===== src/rtl/devctl_pkg.sv =====
package devctl_pkg;

  localparam int REG_AW = 8;

  localparam logic [REG_AW-1:0] OFF_CMD  = 8'h00;
  localparam logic [REG_AW-1:0] OFF_LEN  = 8'h04;
  localparam logic [REG_AW-1:0] OFF_DEST = 8'h08;
  localparam logic [REG_AW-1:0] OFF_BUSY = 8'h0C;
  localparam logic [REG_AW-1:0] OFF_STAT = 8'h10;
  localparam logic [REG_AW-1:0] OFF_BUF  = 8'h40;

  typedef enum logic [1:0] {
    MODE_NONE = 2'd0,
    MODE_POLL = 2'd1,
    MODE_IRQ  = 2'd2,
    MODE_COPY = 2'd3
  } mode_e;

  typedef enum logic [1:0] {
    ST_IDLE = 2'd0,
    ST_FILL = 2'd1,
    ST_COPY = 2'd2
  } state_e;

  // Strobes from control to datapath
  typedef struct packed {
    logic start;     // accepted command: clear status
    logic capture;   // store devData at fill index
    logic finish;    // normal end of transfer
    logic abort;     // device fault end of transfer
    logic irqOnEnd;  // raise irq on finish/abort
  } strobes_t;

endpackage


===== src/rtl/devctl_ctrl.sv =====
module devctl_ctrl
  import devctl_pkg::*;
#(
  parameter int BUF_DEPTH = 16,
  parameter int LEN_W     = $clog2(BUF_DEPTH + 1),
  parameter int IDX_W     = $clog2(BUF_DEPTH)
) (
  input  logic             clk,
  input  logic             rstN,
  input  logic             cmdWr,
  input  logic [1:0]       cmdMode,
  input  logic [LEN_W-1:0] lenCfg,
  input  logic             devValid,
  input  logic             devErr,
  input  logic             memGnt,
  output strobes_t         stb,
  output logic             busy,
  output logic             memReq,
  output logic [IDX_W-1:0] fillIdx,
  output logic [IDX_W-1:0] copyIdx
);

  state_e           state;
  mode_e            modeLat;
  logic [LEN_W-1:0] lenLat;
  logic             accept;
  logic             fillLast;
  logic             copyLast;

  assign fillLast = (LEN_W'(fillIdx) + 1'b1) == lenLat;
  assign copyLast = (LEN_W'(copyIdx) + 1'b1) == lenLat;

  assign accept = cmdWr && (state == ST_IDLE) && (cmdMode != 2'd0) &&
                  (lenCfg != '0) && (lenCfg <= LEN_W'(BUF_DEPTH));

  assign busy   = (state != ST_IDLE);
  assign memReq = (state == ST_COPY);

  always_comb begin
    stb          = '0;
    stb.start    = accept;
    stb.irqOnEnd = (modeLat != MODE_POLL);
    case (state)
      ST_FILL: begin
        if (devErr) begin
          stb.abort = 1'b1;
        end else if (devValid) begin
          stb.capture = 1'b1;
          if (fillLast && modeLat != MODE_COPY) stb.finish = 1'b1;
        end
      end
      ST_COPY: begin
        if (devErr) stb.abort = 1'b1;
        else if (memGnt && copyLast) stb.finish = 1'b1;
      end
      default: ;
    endcase
  end

  always_ff @(posedge clk) begin
    if (!rstN) begin
      state   <= ST_IDLE;
      modeLat <= MODE_NONE;
      lenLat  <= '0;
      fillIdx <= '0;
      copyIdx <= '0;
    end else begin
      case (state)
        ST_IDLE: begin
          if (accept) begin
            state   <= ST_FILL;
            modeLat <= mode_e'(cmdMode);
            lenLat  <= lenCfg;
            fillIdx <= '0;
            copyIdx <= '0;
          end
        end
        ST_FILL: begin
          if (devErr) begin
            state <= ST_IDLE;
          end else if (devValid) begin
            fillIdx <= fillIdx + 1'b1;
            if (fillLast) state <= (modeLat == MODE_COPY) ? ST_COPY : ST_IDLE;
          end
        end
        ST_COPY: begin
          if (devErr) begin
            state <= ST_IDLE;
          end else if (memGnt) begin
            copyIdx <= copyIdx + 1'b1;
            if (copyLast) state <= ST_IDLE;
          end
        end
        default: state <= ST_IDLE;
      endcase
    end
  end

endmodule


===== src/rtl/devctl_dp.sv =====
module devctl_dp
  import devctl_pkg::*;
#(
  parameter int DATA_W    = 32,
  parameter int BUF_DEPTH = 16,
  parameter int LEN_W     = $clog2(BUF_DEPTH + 1),
  parameter int IDX_W     = $clog2(BUF_DEPTH)
) (
  input  logic              clk,
  input  logic              rstN,
  input  logic [REG_AW-1:0] busAddr,
  input  logic              busWe,
  input  logic              busRe,
  input  logic [DATA_W-1:0] busWdata,
  output logic [DATA_W-1:0] busRdata,
  input  logic [DATA_W-1:0] devData,
  input  strobes_t          stb,
  input  logic              busy,
  input  logic [IDX_W-1:0]  fillIdx,
  input  logic [IDX_W-1:0]  copyIdx,
  output logic              cmdWr,
  output logic [1:0]        cmdMode,
  output logic [LEN_W-1:0]  lenCfg,
  output logic [DATA_W-1:0] memAddr,
  output logic [DATA_W-1:0] memData,
  output logic              irq
);

  localparam logic [REG_AW-1:0] BUF_END = OFF_BUF + REG_AW'(4 * BUF_DEPTH);

  logic [DATA_W-1:0] bufMem [BUF_DEPTH];
  logic [DATA_W-1:0] destReg;
  logic [LEN_W-1:0]  lenReg;
  logic              doneBit;
  logic              errBit;
  logic              irqReg;
  logic              statRead;
  logic [REG_AW-1:0] bufOff;
  logic [IDX_W-1:0]  bufSel;

  assign cmdWr    = busWe && (busAddr == OFF_CMD);
  assign cmdMode  = busWdata[1:0];
  assign lenCfg   = lenReg;
  assign statRead = busRe && (busAddr == OFF_STAT);
  assign irq      = irqReg;

  assign bufOff = busAddr - OFF_BUF;
  assign bufSel = bufOff[IDX_W+1:2];

  assign memAddr = destReg + (DATA_W'(copyIdx) << 2);
  assign memData = bufMem[copyIdx];

  // Configuration registers: frozen while busy
  always_ff @(posedge clk) begin
    if (!rstN) begin
      lenReg  <= '0;
      destReg <= '0;
    end else if (busWe && !busy) begin
      if (busAddr == OFF_LEN)
        lenReg <= (busWdata > DATA_W'(BUF_DEPTH)) ? '0 : busWdata[LEN_W-1:0];
      if (busAddr == OFF_DEST)
        destReg <= busWdata;
    end
  end

  // Capture buffer, one write port per slot
  for (genvar g = 0; g < BUF_DEPTH; g++) begin : g_slot
    always_ff @(posedge clk) begin
      if (stb.capture && fillIdx == IDX_W'(g)) bufMem[g] <= devData;
    end
  end

  // Status and interrupt
  always_ff @(posedge clk) begin
    if (!rstN) begin
      doneBit <= 1'b0;
      errBit  <= 1'b0;
      irqReg  <= 1'b0;
    end else if (stb.start) begin
      doneBit <= 1'b0;
      errBit  <= 1'b0;
      irqReg  <= 1'b0;
    end else if (stb.finish || stb.abort) begin
      doneBit <= 1'b1;
      errBit  <= errBit | stb.abort;
      irqReg  <= stb.irqOnEnd;
    end else if (statRead) begin
      doneBit <= 1'b0;
      irqReg  <= 1'b0;
    end
  end

  always_comb begin
    busRdata = '0;
    if (busAddr >= OFF_BUF && busAddr < BUF_END) begin
      busRdata = bufMem[bufSel];
    end else begin
      case (busAddr)
        OFF_LEN:  busRdata = DATA_W'(lenReg);
        OFF_DEST: busRdata = destReg;
        OFF_BUSY: busRdata = DATA_W'(busy);
        OFF_STAT: busRdata = DATA_W'({errBit, doneBit});
        default:  busRdata = '0;
      endcase
    end
  end

endmodule


===== src/rtl/devctl_dma.sv =====
module devctl_dma
  import devctl_pkg::*;
#(
  parameter int DATA_W    = 32,
  parameter int BUF_DEPTH = 16
) (
  input  logic              clk,
  input  logic              rstN,
  input  logic [7:0]        busAddr,
  input  logic              busWe,
  input  logic              busRe,
  input  logic [DATA_W-1:0] busWdata,
  output logic [DATA_W-1:0] busRdata,
  input  logic              devValid,
  input  logic [DATA_W-1:0] devData,
  input  logic              devErr,
  output logic              memReq,
  output logic [DATA_W-1:0] memAddr,
  output logic [DATA_W-1:0] memData,
  input  logic              memGnt,
  output logic              irq
);

  localparam int LEN_W = $clog2(BUF_DEPTH + 1);
  localparam int IDX_W = $clog2(BUF_DEPTH);

  strobes_t         stb;
  logic             busyFlag;
  logic             cmdWr;
  logic [1:0]       cmdMode;
  logic [LEN_W-1:0] lenCfg;
  logic [IDX_W-1:0] fillIdx;
  logic [IDX_W-1:0] copyIdx;

  devctl_ctrl #(.BUF_DEPTH(BUF_DEPTH), .LEN_W(LEN_W), .IDX_W(IDX_W)) u_ctrl (
    .clk      (clk),
    .rstN     (rstN),
    .cmdWr    (cmdWr),
    .cmdMode  (cmdMode),
    .lenCfg   (lenCfg),
    .devValid (devValid),
    .devErr   (devErr),
    .memGnt   (memGnt),
    .stb      (stb),
    .busy     (busyFlag),
    .memReq   (memReq),
    .fillIdx  (fillIdx),
    .copyIdx  (copyIdx)
  );

  devctl_dp #(.DATA_W(DATA_W), .BUF_DEPTH(BUF_DEPTH), .LEN_W(LEN_W), .IDX_W(IDX_W)) u_dp (
    .clk      (clk),
    .rstN     (rstN),
    .busAddr  (busAddr),
    .busWe    (busWe),
    .busRe    (busRe),
    .busWdata (busWdata),
    .busRdata (busRdata),
    .devData  (devData),
    .stb      (stb),
    .busy     (busyFlag),
    .fillIdx  (fillIdx),
    .copyIdx  (copyIdx),
    .cmdWr    (cmdWr),
    .cmdMode  (cmdMode),
    .lenCfg   (lenCfg),
    .memAddr  (memAddr),
    .memData  (memData),
    .irq      (irq)
  );

endmodule


===== config.mk =====
export PLATFORM = sky130hd
export DESIGN_NAME = devctl_dma
export DESIGN_NICKNAME = d
export VERILOG_FILES = /design/src/rtl/devctl_pkg.sv /design/src/rtl/devctl_ctrl.sv /design/src/rtl/devctl_dp.sv /design/src/rtl/devctl_dma.sv
export SDC_FILE = /design/constraint.sdc
export NUM_CORES = 1
export LEC_CHECK = 0
export ABC_AREA = 1
export BUFFER_PORTS_ARGS = -buffer_cell sky130_fd_sc_hd__buf_2
export CAP_MARGIN = 20
export CORE_MARGIN = 8
export CORE_UTILIZATION = 50
export DETAILED_ROUTE_END_ITERATION = 6
export PLACE_DENSITY = 0.71
export SLEW_MARGIN = 10
export SYNTH_ARGS = -nofsm -noshare
export SYNTH_HDL_FRONTEND = slang
export SYNTH_SLANG_ARGS = --single-unit

===== constraint.sdc =====
create_clock -name clk -period 5 [get_ports clk]
set_input_delay 0.5 -clock clk [delete_from_list [all_inputs] [get_ports clk]]
set_output_delay 0.5 -clock clk [all_outputs]
set_load 0.005 [all_outputs]

==> metrics, run 1 <==
outcome complete, no violations; Worst-Skew Late Latency 0.63 ns; setup TNS 0 ns; Layout Nets 2,835; area grow syn2layout 12.43%; DR DRC count 0; Antenna Nets Post-Route 0; number of synthesized flops with an enable pin 512; FF+latch area between 15,000 and 20,000 um2; CTS Root Cell clkbuf_16; Int Power about 0.0088 W; crit end category output pin; Post-Syn Instances about 2,600; routability cong. between 0.9 and 1; routed len/inst approximately 26 um; sequential cell area fraction in the yosys report between 50% and 60%; RSZ-0062 raised after global routing false; Netlist cell types 52; io pins 177; Synth Area in Adders less than 1%; area of the multi-input gates 9776 um2; DR vias/cell 6.456; worst vdd ir ~280 uV; total wire length 92.76 mm; final setup skew roughly 0.0094 ns; YS warnings 0; Tmin final about 3.7 ns; CP bufs+invs 2; non-filler instance count after layout ~3,500; syn_nets about 2,700; PortBufs between 150 and 200; FMAX 272.1 MHz; design area 31,430 um2; Placed Cells 3,431; register bit total from synthesis ~570; post-synthesis mux area share under 10%; Post-Syn Area 27,950 um2; Initial Utilization around 50%; max-cap viol count 0; core area approximately 55,000 um2; Overall Global Routing Usage 27.94%; simple-gate area share of the yosys netlist roughly a tenth; final hold violation count 0; Sw Pwr around 0.0041 W; drt pass-1 iters 7; Switching Share 31.82%; CP max FO 7; clock share of power 33.4%; crit path kind flip-flop to output pin; fillcell total 4,513; Die Footprint about 64,000 um2; Via Count about 23,000; TritonCTS clock tree built; initial antenna violation count 9; sequential power share 42.3%; Iteration-0 DRC Markers around 3,100; critical path arrival ~3.2 ns; CP Data Required Time 4.50 ns; Avg Inst Size Synth roughly 11 um2; Sink Count roughly 570; Die Height roughly 250 um; vias in the first global route ~22,000; Worst path top cell family by delay simple AND/OR/NAND/NOR gates; Synth Area in Compound Gates between 15 and 20%; clk buf depth 3; CTS resizes 0; Least-Margin Pin Slew about 1.2 ns; HP Class input port to flip-flop; main flop type after synthesis edfxtp_1; FP Rows between 80 and 90; dpl cell area roughly 30,000 um2; largest net degree at the start of global routing between 100 and 150; Final Setup Violations 0; Power Dens Cells a little over 400 nW/um2; Slowest cell on crit path dfxtp_1; Comb pwr share around a quarter; share of layout cells above drive strength 1 approximately an eighth; max-slew violation count 0; H-tree depth 2; largest family of logic cells by synthesized area compound AO/OA/AOI/OAI gates; post-synthesis xor/xnor area fraction approximately 1.0%; Slew HR 18.55%; Hold Buf Count CTS 0; CTS clk-pin slew, worst paths roughly 0.06 ns; Tcrit/Tclk final around 74%; leak pwr 11.14 nW; CP Launch Type flip-flop; postcts setup bufs 0; first-pass GRT wire length about 140 mm; HPWL Detailed approximately 54 mm; crit-path cells ha_1 > inv_1 > fa_1 > nand3b_1 > nand3_1 > nand2_2 > nor2_4 > nand3_2 > nor2_1 > xor2_1 > buf_2; TritonCTS Buffers 57; grt total ovfl 0; register-to-register setup slack roughly 1.7 ns; slowest stage delay, CP 0.47 ns; die width 252.4 um; asr flop ratio synth 0%
==> sequential cells by signal, indices dropped and copies added (netlist names), named ones only <==
register        cells
u_dp.irq            1
u_ctrl.copyIdx      4
u_ctrl.modeLat      2
u_dp.destReg       32
u_dp.lenCfg         5
u_ctrl.state        2
u_dp.errBit         1
u_ctrl.lenLat       5
u_dp.bufMem       512
u_dp.doneBit        1
u_ctrl.fillIdx      4
==> per-stage QoR <==
step / power (W) / worst slack (ns) / utilization (%) / hold slack (ns)
2_1_floorplan: 0.007446 / 1.395 / - / 0.4289
3_5_place_dp: 0.008611 / 1.519 / 53.53 / 0.5037
3_3_place_gp: 0.008529 / 1.458 / 53.53 / 0.5015
5_1_grt: 0.01334 / 1.096 / 56.92 / 0.1276
6_report: 0.01289 / 1.324 / 56.93 / 0.1229
4_1_cts: 0.01286 / 1.281 / 56.87 / 0.1044
==> power groups by stage <==
| stage | Clock, W | Sequential [W] | Combinational, W |
|---|---|---|---|
| final | 0.00431 | 0.00545 | 0.00314 |
| after global routing | 0.00450 | 0.00546 | 0.00338 |
| after CTS | 0.00433 | 0.00544 | 0.00309 |
| after detailed placement | 0 | 0.00555 | 0.00307 |
| after global placement | 0 | 0.00554 | 0.00299 |
| after floorplan | 0 | 0.00542 | 0.00203 |
==> final timing paths <==
check	start	endpoint	depth (start not counted)
worst max-delay path	u_ctrl.copyIdx[0]	memAddr[22]	11
worst min-delay path	busWdata[30]	u_dp.destReg[30]	3
worst max register to register	u_ctrl.state[1]	u_dp.bufMem[8][26]	9
worst min register to register	u_ctrl.modeLat[1]	u_ctrl.modeLat[1]	2
==> per-layer routing <==
layer | vias to the layer above | share of wire (%) | track usage [%]
met2 | 1551 | 46 | 44.45
met5 | - | 0.049 | 0
li1 | 9960 | - | -
met3 | 286 | 12 | 6.251
met1 | 11057 | 38 | 35.79
met4 | 6 | 4.4 | 14.10
==> placed cells by master (no fill, tap or decap), types with 11 or more instances in the layout <==
cell type and count:
nor3_1 35, nor2_4 20, o2111ai_1 22, edfxtp_1 512, mux2i_1 111, ha_1 12, xnor2_1 14, buf_4 41
xor2_1 18, dfxtp_1 57, nand2_1 375, o221ai_1 23, a31oi_1 15, clkbuf_1 14, o211ai_1 98, buf_12 11
nor2_1 70, o21ai_0 256, clkbuf_16 57, nand3_1 96, nand4_1 34, inv_1 216, buf_2 176, a21oi_1 214
clkinv_1 14, a22oi_1 179
==> synth_stat cells, drive strengths merged (2+ instances only) <==
cell type | n | share of area, %
o221ai | 23 | 0.72
o21ai | 259 | 4.6
o211ai | 98 | 2.6
a21oi | 214 | 3.8
o2111ai | 22 | 0.69
xnor2 | 14 | 0.44
inv | 223 | 3.0
a211oi | 3 | 0.098
a31oi | 15 | 0.34
nor4 | 7 | 0.21
nand3 | 97 | 1.8
a221oi | 4 | 0.13
a41oi | 5 | 0.16
nor3b | 2 | 0.072
ha | 12 | 0.54
nor3 | 40 | 0.77
clkbuf | 80 | 1.1
xor2 | 18 | 0.56
edfxtp | 512 | 55
nand2 | 383 | 5.2
o22ai | 9 | 0.20
a21boi | 11 | 0.30
buf | 111 | 2.1
a22oi | 179 | 4.8
mux2i | 111 | 4.0
nand4 | 34 | 0.76
dfxtp | 61 | 4.4
nor2 | 93 | 1.4
==> tightest hold or removal path: cells and delay by family <==
kind,cells,cell delay (ns)
AND/OR/NAND/NOR,2,0.12
buffers and inverters,1,0.09
==> area by class of cell <==
type	count	area share [%]
flip-flops and latches	573	52.85
well taps	748	2.978
diodes	5	0.03981
repair buffers	228	4.483
inverters	224	2.679
multi-input cells	1659	31.11
clock buffers	71	4.706
clock inverters	33	1.163
==> cells by family after synthesis <==
family | after synthesis
AOI/OAI and AO/OA | 843
and+or+nand+nor | 660
DFF | 573
buffers and inverters | 415
muxes | 111
xor gates and xnor gates | 32
adders and majority gates | 13
No activity file was read; power rests on OpenSTA's default activity.
==> inputs of run 2 (changes only) <==
==> constraint.sdc (replaced) <==
create_clock -name clk -period 3.7 [get_ports clk]
set_input_delay 0.37 -clock clk [delete_from_list [all_inputs] [get_ports clk]]
set_output_delay 0.37 -clock clk [all_outputs]
set_load 0.005 [all_outputs]
==> metrics, run 2 (synthesis results as in run 1) <==
RSZ-0062 raised after global routing false; Initial Utilization between 50% and 60%; largest register by flop count u_dp.bufMem; Power Dens Cells roughly 550 nW/um2; design area around 32,000 um2; FMAX ~300 MHz; Layout Nets slightly below 3,000; FP Rows 86; total wire length slightly above 90 mm; Antenna Nets Post-Route 0; commonest non-fill, non-tap cell in the layout edfxtp_1; Worst-Skew Late Latency about 0.64 ns; fillcell total about 4,400; outcome complete, no violations; Tcrit/Tclk final roughly nine tenths; PortBufs 176; Die Footprint ~64,000 um2; CP Launch Point u_ctrl.copyIdx[0]; DR DRC count 0; register-to-register setup slack 0.73 ns; worst vdd ir about 420 uV; DR vias/cell ~6.4; critical path arrival a little over 3 ns; first-pass GRT wire length around 140 mm; drt pass-1 iters 6; Iteration-0 DRC Markers ~2,900; HP Class input port to flip-flop; Min-Delay Path Depth 3; final hold violation count 0; crit-path cells ha_1 > inv_1 > fa_1 > nand3b_1 > nand3_1 > nand2_2 > nor2_4 > nand3_2 > nor2_1 > nand3_1 > xnor2_1 > buf_2; TritonCTS clock tree built; slowest stage delay, CP 0.42 ns; Least-Margin Pin Slew 1.134 ns; max FFs per register 512; TritonCTS Buffers 60; Largest regs u_dp.bufMem: 512 flops, u_dp.destReg: 32 flops; max-slew violation count 0; Sink Count roughly 570; final setup skew about 0.016 ns; Top cell by count, worst path nand3_1; initial antenna violation count 9; largest net degree at the start of global routing between 150 and 200; Final Setup Violations 0; share of layout cells above drive strength 1 around 14%; setup TNS 0 ns; CP max FO 7; CTS clk-pin slew, worst paths approximately 0.06 ns; Tmin final 3.398 ns; FF+latch area ~17,000 um2; grt total ovfl 0; postcts setup bufs 0; Slew HR about a quarter; CTS Root Cell clkbuf_16; max-cap viol count 0; Slowest cell on crit path fa_1; Via Count between 20,000 and 25,000; dpl cell area between 20,000 and 30,000 um2; CP Launch Type flip-flop; clk buf depth 3; reg2reg end u_dp.bufMem[14][4]; H-tree depth 2; Overall Global Routing Usage about 28%; routed len/inst 25.70 um; crit path kind flip-flop to output pin; most frequent cells in the layout edfxtp_1 (512), nand2_1 (375), o21ai_0 (256); crit path to memAddr[30]; HPWL Detailed a little under 60 mm; overall power 0.01775 W; core area 55,200 um2; crit end category output pin; leak pwr 11.44 nW; routability cong. between 0.9 and 1; io pins roughly 180; Die Height ~250 um; Reg2Reg Depth 9; vias in the first global route 22,428; area of the multi-input gates 9776 um2; area grow syn2layout 14.54%; CP Data Required Time 3.33 ns; die width between 200 and 300 um; r2r startpoint u_ctrl.state[1]
==> run 2: power breakdown <==
group	internal (W)	switching [W]
clock network	0.00352	0.00258
logic	0.00148	0.00281
registers	0.00714	0.000210
==> run 2: per-layer routing <==
| layer | up-vias | track usage [%] | part of all wire, % |
|---|---|---|---|
| li1 | 10061 | - | - |
| met1 | 11141 | 35.62 | 38 |
| met2 | 1611 | 44.63 | 46 |
| met3 | 287 | 6.641 | 12 |
| met4 | 6 | 12.35 | 4.0 |
| met5 | - | 0 | 0.041 |
==> run 2: area by class of cell <==
class / instances / share of cell area (%)
clock buffers: 64 / 4.737
flip-flops and latches: 573 / 51.88
repair buffers: 272 / 5.815
clock inverters: 48 / 1.434
multi-input cells: 1659 / 30.53
diodes: 6 / 0.04690
well taps: 748 / 2.923
inverters: 224 / 2.630
==> run 2: timing repair <==
action,CTS,global route
gates resized for setup,0,1
hold buffers,14,0
setup endpoints to repair,0,1
hold endpoints to repair,14,0
==> run 2: worst min-delay path by stage <==
stage | from | end
after floorplan | u_dp.errBit | u_dp.errBit
after global placement | u_ctrl.modeLat[1] | u_ctrl.modeLat[1]
after detailed placement | u_ctrl.modeLat[1] | u_ctrl.modeLat[1]
after CTS | busWdata[15] | u_dp.destReg[15]
after global routing | busWdata[3] | u_dp.destReg[3]
final | busWdata[15] | u_dp.destReg[15]
==> run 2: metrics by stage <==
stage	hold slack (ns)	utilization [%]	std cells	setup slack [ns]
3_3_place_gp	0.5037	54.14	3462	0.7073
5_1_grt	0.01148	57.98	3590	0.06809
2_1_floorplan	0.4289	-	2647	0.09501
6_report	0.02698	58.00	3594	0.3018
3_5_place_dp	0.5135	54.14	3462	0.7029
4_1_cts	0.0002133	57.97	3588	0.1741
==> run 2: worst max-delay path: cells and delay by family, from the launching register on <==
family / cells / cell delay [ns]
buf+inv: 2 / 0.21
fa+ha+maj: 2 / 0.61
flops: 1 / 0.40
xor+xnor: 1 / 0.14
simple gates: 7 / 1.04
